## src/rtl/gpio_pd_pkg.sv

```systemverilog
package gpio_pd_pkg;

    // Register byte offsets from the port base
    localparam int unsigned OFF_DATA   = 32'h24;
    localparam int unsigned OFF_PULL   = 32'h28;
    localparam int unsigned OFF_DRIVE  = 32'h2C;
    localparam int unsigned OFF_PDMODE = 32'h30;
    localparam int unsigned OFF_PDPULL = 32'h34;

    // Pin direction codes from the function-select block
    localparam logic [1:0] PMODE_IN  = 2'b00;
    localparam logic [1:0] PMODE_OUT = 2'b01;

    // Pull field codes
    localparam logic [1:0] PULL_NONE = 2'b00;
    localparam logic [1:0] PULL_DOWN = 2'b01;
    localparam logic [1:0] PULL_UP   = 2'b10;

    // Power-down pin behaviour codes
    localparam logic [1:0] PDM_LOW   = 2'b00;
    localparam logic [1:0] PDM_HIGH  = 2'b01;
    localparam logic [1:0] PDM_INPUT = 2'b10;
    localparam logic [1:0] PDM_KEEP  = 2'b11;

    // Reset image of the normal pull register for one pin
    localparam logic [1:0] PULL_RESET_FIELD = PULL_DOWN;

    typedef enum logic [0:0] {
        ST_RUN   = 1'b0,
        ST_SLEEP = 1'b1
    } pwr_state_e;

    // Non-monotonic drive code to strength level
    function automatic logic [2:0] drive_level(input logic [1:0] code);
        logic [2:0] lvl;
        unique case (code)
            2'b00:   lvl = 3'd1;
            2'b10:   lvl = 3'd2;
            2'b01:   lvl = 3'd3;
            default: lvl = 3'd4;
        endcase
        return lvl;
    endfunction

endpackage

```

## src/rtl/gpio_pd_regs.sv

```systemverilog
module gpio_pd_regs
    import gpio_pd_pkg::*;
#(
    parameter int NPINS = 4,
    parameter int AW    = 8,
    parameter int DW    = 32
) (
    input  logic               clk,
    input  logic               rst_n,
    input  logic               bus_sel,
    input  logic               bus_wr,
    input  logic [AW-1:0]      bus_addr,
    input  logic [DW-1:0]      bus_wdata,
    output logic [DW-1:0]      bus_rdata,
    input  logic [2*NPINS-1:0] pin_mode,
    input  logic [NPINS-1:0]   pin_in,
    output logic [NPINS-1:0]   data_q,
    output logic [2*NPINS-1:0] pull_q,
    output logic [2*NPINS-1:0] drv_q,
    output logic [2*NPINS-1:0] pdm_q,
    output logic [2*NPINS-1:0] pdpull_q
);

    localparam int FW = 2 * NPINS;

    logic hit_data, hit_pull, hit_drv, hit_pdm, hit_pdpull, hit_any;
    logic wr_en, rd_en;
    logic [NPINS-1:0] data_view;
    logic [FW-1:0]    pull_reset;
    logic             unused_wdata_hi;

    assign unused_wdata_hi = ^bus_wdata[DW-1:FW];

    assign hit_data   = (bus_addr == AW'(OFF_DATA));
    assign hit_pull   = (bus_addr == AW'(OFF_PULL));
    assign hit_drv    = (bus_addr == AW'(OFF_DRIVE));
    assign hit_pdm    = (bus_addr == AW'(OFF_PDMODE));
    assign hit_pdpull = (bus_addr == AW'(OFF_PDPULL));
    assign hit_any    = hit_data | hit_pull | hit_drv | hit_pdm | hit_pdpull;

    assign wr_en = bus_sel & bus_wr;
    assign rd_en = bus_sel & ~bus_wr;

    generate
        for (genvar p = 0; p < NPINS; p++) begin : g_pin
            assign pull_reset[2*p +: 2] = PULL_RESET_FIELD;

            // Data readback depends on the pin's direction
            always_comb begin
                if (pin_mode[2*p +: 2] == PMODE_IN) begin
                    data_view[p] = pin_in[p];
                end else if (pin_mode[2*p +: 2] == PMODE_OUT) begin
                    data_view[p] = data_q[p];
                end else begin
                    data_view[p] = 1'b0;
                end
            end
        end
    endgenerate

    always_ff @(posedge clk or negedge rst_n) begin
        if (!rst_n) begin
            data_q   <= '0;
            pull_q   <= pull_reset;
            drv_q    <= '0;
            pdm_q    <= '0;
            pdpull_q <= '0;
        end else if (wr_en) begin
            if (hit_data)   data_q   <= bus_wdata[NPINS-1:0];
            if (hit_pull)   pull_q   <= bus_wdata[FW-1:0];
            if (hit_drv)    drv_q    <= bus_wdata[FW-1:0];
            if (hit_pdm)    pdm_q    <= bus_wdata[FW-1:0];
            if (hit_pdpull) pdpull_q <= bus_wdata[FW-1:0];
        end
    end

    always_comb begin
        bus_rdata = '0;
        if (rd_en) begin
            unique case (1'b1)
                hit_data:   bus_rdata = DW'(data_view);
                hit_pull:   bus_rdata = DW'(pull_q);
                hit_drv:    bus_rdata = DW'(drv_q);
                hit_pdm:    bus_rdata = DW'(pdm_q);
                hit_pdpull: bus_rdata = DW'(pdpull_q);
                default:    bus_rdata = '0;
            endcase
        end
    end

    // a write to an unmapped offset leaves every register unchanged
    a_r11_unmapped_write_ignored: assert property (@(posedge clk) disable iff (!rst_n)
        (wr_en && !hit_any) |=> ($stable(data_q) && $stable(pull_q) && $stable(drv_q)
                                 && $stable(pdm_q) && $stable(pdpull_q)));

    // the data register changes only through a write at its own offset
    a_r2_data_write_only: assert property (@(posedge clk) disable iff (!rst_n)
        !(wr_en && hit_data) |=> $stable(data_q));

endmodule

```

## src/rtl/gpio_pd_pwr_fsm.sv

```systemverilog
module gpio_pd_pwr_fsm
    import gpio_pd_pkg::*;
#(
    parameter int NPINS = 4
) (
    input  logic             clk,
    input  logic             rst_n,
    input  logic             pwr_down,
    input  logic [NPINS-1:0] norm_oe,
    input  logic [NPINS-1:0] norm_out,
    output logic             sleep,
    output logic [NPINS-1:0] hold_oe,
    output logic [NPINS-1:0] hold_out
);

    pwr_state_e state_q, state_d;
    logic       capture;

    // Next-state logic
    always_comb begin
        state_d = state_q;
        capture = 1'b0;
        unique case (state_q)
            ST_RUN: begin
                if (pwr_down) begin          // RUN_TO_SLEEP
                    state_d = ST_SLEEP;
                    capture = 1'b1;
                end
            end
            ST_SLEEP: begin
                if (!pwr_down) begin         // SLEEP_TO_RUN
                    state_d = ST_RUN;
                end
            end
            default: state_d = ST_RUN;
        endcase
    end

    // State register
    always_ff @(posedge clk or negedge rst_n) begin
        if (!rst_n) begin
            state_q <= ST_RUN;
        end else begin
            state_q <= state_d;
        end
    end

    // Snapshot of the pad drive taken on entry to power-down
    always_ff @(posedge clk or negedge rst_n) begin
        if (!rst_n) begin
            hold_oe  <= '0;
            hold_out <= '0;
        end else if (capture) begin
            hold_oe  <= norm_oe;
            hold_out <= norm_out;
        end
    end

    // Output decode
    always_comb begin
        unique case (state_q)
            ST_SLEEP: sleep = 1'b1;
            default:  sleep = 1'b0;
        endcase
    end

    // a request seen in RUN moves to SLEEP on that edge
    a_r12_enter_sleep: assert property (@(posedge clk) disable iff (!rst_n)
        (state_q == ST_RUN && pwr_down) |=> (state_q == ST_SLEEP));

    // SLEEP is kept while the request stays high
    a_r12_stay_sleep: assert property (@(posedge clk) disable iff (!rst_n)
        (state_q == ST_SLEEP && pwr_down) |=> (state_q == ST_SLEEP));

    // a dropped request returns to RUN on the next edge
    a_r10_leave_sleep: assert property (@(posedge clk) disable iff (!rst_n)
        (state_q == ST_SLEEP && !pwr_down) |=> (state_q == ST_RUN));

    // the snapshot does not move while asleep
    a_r8_hold_stable: assert property (@(posedge clk) disable iff (!rst_n)
        (state_q == ST_SLEEP) |=> ($stable(hold_oe) && $stable(hold_out)));

endmodule

```

## src/rtl/gpio_pd_pad_mux.sv

```systemverilog
module gpio_pd_pad_mux
    import gpio_pd_pkg::*;
#(
    parameter int NPINS = 4
) (
    input  logic [2*NPINS-1:0] pin_mode,
    input  logic [NPINS-1:0]   data_q,
    input  logic [2*NPINS-1:0] pull_q,
    input  logic [2*NPINS-1:0] drv_q,
    input  logic [2*NPINS-1:0] pdm_q,
    input  logic [2*NPINS-1:0] pdpull_q,
    input  logic               sleep,
    input  logic [NPINS-1:0]   hold_oe,
    input  logic [NPINS-1:0]   hold_out,
    output logic [NPINS-1:0]   norm_oe,
    output logic [NPINS-1:0]   norm_out,
    output logic [NPINS-1:0]   pad_oe,
    output logic [NPINS-1:0]   pad_out,
    output logic [NPINS-1:0]   pad_pu,
    output logic [NPINS-1:0]   pad_pd,
    output logic [3*NPINS-1:0] pad_drv
);

    generate
        for (genvar p = 0; p < NPINS; p++) begin : g_pin
            logic [1:0] pull_sel;

            assign norm_oe[p]  = (pin_mode[2*p +: 2] == PMODE_OUT);
            assign norm_out[p] = norm_oe[p] & data_q[p];

            // Pin drive: normal registers, or the power-down behaviour
            always_comb begin
                if (!sleep) begin
                    pad_oe[p]  = norm_oe[p];
                    pad_out[p] = norm_out[p];
                end else begin
                    unique case (pdm_q[2*p +: 2])
                        PDM_LOW:   begin pad_oe[p] = 1'b1;        pad_out[p] = 1'b0;        end
                        PDM_HIGH:  begin pad_oe[p] = 1'b1;        pad_out[p] = 1'b1;        end
                        PDM_INPUT: begin pad_oe[p] = 1'b0;        pad_out[p] = 1'b0;        end
                        default:   begin pad_oe[p] = hold_oe[p];  pad_out[p] = hold_out[p]; end
                    endcase
                end
            end

            // Pull source follows the power state; reserved code enables neither
            assign pull_sel  = sleep ? pdpull_q[2*p +: 2] : pull_q[2*p +: 2];
            assign pad_pu[p] = (pull_sel == PULL_UP);
            assign pad_pd[p] = (pull_sel == PULL_DOWN);

            assign pad_drv[3*p +: 3] = drive_level(drv_q[2*p +: 2]);

            // both pulls are never on together
            always_comb begin
                a_r5_pull_exclusive: assert (!(pad_pu[p] && pad_pd[p]));
            end
        end
    endgenerate

endmodule

```

## src/rtl/gpio_pd_port.sv

```systemverilog
module gpio_pd_port
    import gpio_pd_pkg::*;
#(
    parameter int NPINS = 4,
    parameter int AW    = 8,
    parameter int DW    = 32
) (
    input  logic               clk,
    input  logic               rst_n,
    input  logic               bus_sel,
    input  logic               bus_wr,
    input  logic [AW-1:0]      bus_addr,
    input  logic [DW-1:0]      bus_wdata,
    output logic [DW-1:0]      bus_rdata,
    input  logic [2*NPINS-1:0] pin_mode,
    input  logic [NPINS-1:0]   pin_in,
    input  logic               pwr_down,
    output logic [NPINS-1:0]   pad_oe,
    output logic [NPINS-1:0]   pad_out,
    output logic [NPINS-1:0]   pad_pu,
    output logic [NPINS-1:0]   pad_pd,
    output logic [3*NPINS-1:0] pad_drv
);

    localparam int FW = 2 * NPINS;

    logic [NPINS-1:0] data_q;
    logic [FW-1:0]    pull_q, drv_q, pdm_q, pdpull_q;
    logic             sleep;
    logic [NPINS-1:0] hold_oe, hold_out, norm_oe, norm_out;

    gpio_pd_regs #(.NPINS(NPINS), .AW(AW), .DW(DW)) u_regs (
        .clk       (clk),
        .rst_n     (rst_n),
        .bus_sel   (bus_sel),
        .bus_wr    (bus_wr),
        .bus_addr  (bus_addr),
        .bus_wdata (bus_wdata),
        .bus_rdata (bus_rdata),
        .pin_mode  (pin_mode),
        .pin_in    (pin_in),
        .data_q    (data_q),
        .pull_q    (pull_q),
        .drv_q     (drv_q),
        .pdm_q     (pdm_q),
        .pdpull_q  (pdpull_q)
    );

    gpio_pd_pwr_fsm #(.NPINS(NPINS)) u_fsm (
        .clk      (clk),
        .rst_n    (rst_n),
        .pwr_down (pwr_down),
        .norm_oe  (norm_oe),
        .norm_out (norm_out),
        .sleep    (sleep),
        .hold_oe  (hold_oe),
        .hold_out (hold_out)
    );

    gpio_pd_pad_mux #(.NPINS(NPINS)) u_mux (
        .pin_mode (pin_mode),
        .data_q   (data_q),
        .pull_q   (pull_q),
        .drv_q    (drv_q),
        .pdm_q    (pdm_q),
        .pdpull_q (pdpull_q),
        .sleep    (sleep),
        .hold_oe  (hold_oe),
        .hold_out (hold_out),
        .norm_oe  (norm_oe),
        .norm_out (norm_out),
        .pad_oe   (pad_oe),
        .pad_out  (pad_out),
        .pad_pu   (pad_pu),
        .pad_pd   (pad_pd),
        .pad_drv  (pad_drv)
    );

    // one edge after the request drops, output pins drive their data bits again
    a_r10_normal_after_exit: assert property (@(posedge clk) disable iff (!rst_n)
        (sleep && !pwr_down) |=> (pad_oe == norm_oe && pad_out == norm_out));

endmodule

```

## config.mk

```make
export PLATFORM = sky130hd
export DESIGN_NAME = gpio_pd_port
export DESIGN_NICKNAME = d
export VERILOG_FILES = /design/src/rtl/gpio_pd_pkg.sv /design/src/rtl/gpio_pd_regs.sv /design/src/rtl/gpio_pd_pwr_fsm.sv /design/src/rtl/gpio_pd_pad_mux.sv /design/src/rtl/gpio_pd_port.sv
export SDC_FILE = /design/constraint.sdc
export NUM_CORES = 1
export LEC_CHECK = 0
export BUFFER_PORTS_ARGS = -buffer_cell sky130_fd_sc_hd__buf_4
export CAP_MARGIN = 0
export CORE_MARGIN = 5
export CORE_UTILIZATION = 44
export CTS_CLUSTER_DIAMETER = 40
export DETAILED_ROUTE_END_ITERATION = 12
export GPL_TIMING_DRIVEN = 0
export HOLD_SLACK_MARGIN = 0.12
export PLACE_DENSITY = 0.77
export SLEW_MARGIN = 30
export SYNTH_ARGS = -nofsm -noshare
export SYNTH_HDL_FRONTEND = slang
export SYNTH_SLANG_ARGS = --single-unit
```

## constraint.sdc

```tcl
create_clock -name clk -period 1.5 [get_ports clk]
set_clock_uncertainty 0.1 [all_clocks]
set_input_delay 0.075 -clock clk [delete_from_list [all_inputs] [get_ports clk]]
set_output_delay 0.075 -clock clk [all_outputs]
set_load 0.03 [all_outputs]
```

==> flow_summary_export.csv <==
group,metric,value,unit
status,outcome,"finished with violations",
status,violations,"setup timing",
critical_path,cp_data_required_time,1.32,ns
cells_and_area,syn2layout_area_growth,62.42,%
floorplan,die_y,90.20,µm
cells_and_area,utilization,0.7281,
hold_path,worst_hold_path_type,"primary input to register",
clock_network,clk_pin_slew,0.09,ns
clock_network,ctsRootBufferMaster,"clkbuf_8",
detailed_routing,route.detailed.drc,0,
yosys,ys.flop_type,"dfrtp_1",
sta,hold_viol_final,0,
yosys,synth_area,2830,µm²
floorplan,core_area,6314,µm²
sta,tightest_slew,0.5875,ns
critical_path,crit_path_max_fanout,2,
floorplan,dieWidth,90.20,µm
yosys,ys_seq_area_frac,0.3996,
clock_network,cts_tree,"done",
detailed_routing,antenna_left,0,
critical_path,path_class,"register to primary output",
placement,routabilityCongestion,0.7992,
yosys,synth_cell_type_count,36,
pwr,p_leak,0.002116,µW
sta,finalWorstSetupSlack,-0.4560,ns
critical_path,worst_setup_path_end_kind,"primary output",
yosys,synth_async_sr_flop_share,1.000,
sta,slew_violations,0,
clock_network,htreeDepth,2,
detailed_routing,dr.pass1.iters,5,
clock_network,cts_buffers,5,
yosys,synth_warnings,0,
detailed_routing,drt_iter0_markers,232,
cells_and_area,drive_gt1_frac,0.5566,
sta,whs,0.1134,ns
critical_path,start_kind,"register",
detailed_routing,routed_wl,9836,µm
floorplan,start_util,0.4483,
grt,grt_max_degree,46,
placement,hpwl,5906,µm
clock_network,clk_latency,0.31,ns
sta,min_period,1.956,ns
sta,fmax,511.3,MHz
critical_path,crit_arrival,1.78,ns
detailed_routing,vias_per_cell,5.591,
cells_and_area,antenna_cells,0,
sta,slew_headroom,0.6083,
grt,antenna_found_initial,0,
sta,rsz0062_at_grt,"yes",
floorplan,die_area,8136,µm²
detailed_routing,route.vias.total,2751,
yosys,avgSynthCellArea,9.966,µm²
yosys,netlist_instances,284,
grt,overflow,0,
clock_network,clk_path_buf_depth,2,
floorplan,rows,29,
run,cap_violations,0,
grt,grt_pass1_wl,14060,µm
clock_network,clock-sinks,45,
placement,portBuffers,68,
yosys,ys_ff_latch,45,
floorplan,io_pins,117,
detailed_routing,wl_per_cell,19.99,µm
sta,period_share,1.304,
cells_and_area,mostFrequentLayoutCell,"buf_4",
pwr,power_density,652.5,nW/µm²
grt,first_global_vias,2703,
pwr,peakVddDrop,568.8,µV
cells_and_area,final_cell_mix,"buf_4, dfrtp_1, buf_6",
cells_and_area,nets,483,
grt,grt_usage,0.2155,
sta,setup_viol,30,
yosys,synth_edf_count,0,
[path summary, 6_finish.rpt]
| check | startpoint | end | slack [ns] | cells past startpoint |
|---|---|---|---|---|
| max | u_regs.data_q[2]$_DFFE_PN0P_ | bus_rdata[2] | -0.46 | 5 |
| min | pin_mode[5] | u_fsm.hold_out[2]$_DFFE_PN0P_ | 0.11 | 4 |
| max reg2reg | u_fsm.state_q$_DFF_PN0_ | u_fsm.hold_oe[2]$_DFFE_PN0P_ | 0.04 | 4 |
| min reg2reg | u_fsm.hold_out[3]$_DFFE_PN0P_ | u_fsm.hold_out[3]$_DFFE_PN0P_ | 0.40 | 2 |
| max in group asynchronous | rst_n | u_regs.drv_q[6]$_DFFE_PN0P_ | 0.64 | 2 |
| min in group asynchronous | rst_n | u_regs.pdm_q[7]$_DFFE_PN0P_ | 0.22 | 2 |
[through the flow]
step	setup WS, ns	area [µm²]	power [µW]	TNS, ns	std cells
6_report	-0.4560	4597	3000	-4.814	492
5_1_grt	-0.4990	4597	3081	-5.873	492
4_1_cts	-0.4450	4422	2934	-4.436	487
3_5_place_dp	-0.7664	3711	1840	-20.99	452
3_3_place_gp	-0.7245	3711	1826	-20.72	452
2_1_floorplan	-0.2555	3104	1644	-6.286	307
[per-layer routing]
layer  vias to the layer above  global-route usage  part of all wire
li1                       1209                   -                 -
met1                      1323              0.2412              0.36
met2                       167              0.3774              0.50
met3                        52             0.06177             0.087
met4                         0             0.09553             0.048
met5                         -                   0                 0
[synthesized netlist by cell type (all sizes together), types with 6 or more instances]
library cell | number | area share
nand2b | 8 | 0.020
a21oi | 12 | 0.021
nand3b | 6 | 0.016
clkbuf | 9 | 0.012
mux2 | 44 | 0.18
nor2 | 12 | 0.017
buf | 26 | 0.067
o21ai | 18 | 0.032
inv | 15 | 0.020
nand2 | 31 | 0.041
ha | 12 | 0.053
dfrtp | 41 | 0.36
[critical path, cell delays in order (launching register included)]
cell and delay (ns):
dfrtp_1 0.37, mux2i_1 0.07, or3_1 0.35, a311o_1 0.38, a21oi_4 0.14, buf_6 0.14
[flip-flops by register name, summed over array words and instances, names as in the netlist]
register,count
u_fsm.hold_oe,4
u_fsm.hold_out,4
u_fsm.state_q,1
u_regs.data_q,4
u_regs.drv_q,8
u_regs.pdm_q,8
u_regs.pdpull_q,8
u_regs.pull_q,8
[layout make-up]
cell class	instances	area [µm²]
multi-input combinational	212	1917
inverter	15	56.30
sequential	45	1135
timing repair buffer	102	978.4
buffer	33	294.0
clock buffer	6	82.58
clock inverter	2	37.54
fill	391	1717
tap	77	96.34
[report_power, final]
| group | internal [µW] | leakage [µW] | switching, µW |
|---|---|---|---|
| sequential | 1260 | 0.000600 | 43.4 |
| combinational | 320 | 0.00146 | 376 |
| clock | 542 | 0.0000574 | 461 |
| total | 2120 | 0.00212 | 881 |
[timing repair]
action                                 in CTS  in global routing
endpoints found under the hold margin      88                  0
pin swaps                                  14                 10
hold buffers                               13                  0
cloned                                      2                  1
gates resized for setup                    78                 38
setup endpoints to repair                  56                 51
buffers inserted                           14                  5
[cell families (layout without fill, tap and decap cells)]
| logic type | count (synthesis) | after routing | synth area share |
|---|---|---|---|
| AO/OA/AOI/OAI | 50 | 50 | 0.1119 |
| flip-flops | 45 | 45 | 0.3996 |
| buffers and inverters | 50 | 158 | 0.09902 |
| multiplexers | 48 | 48 | 0.1892 |
| adder cells (fa/ha/maj) | 12 | 12 | 0.05305 |
| AND/OR/NAND/NOR | 78 | 78 | 0.1459 |
| other | 1 | 24 | 0.001325 |
(Power assumes the default switching activity.)
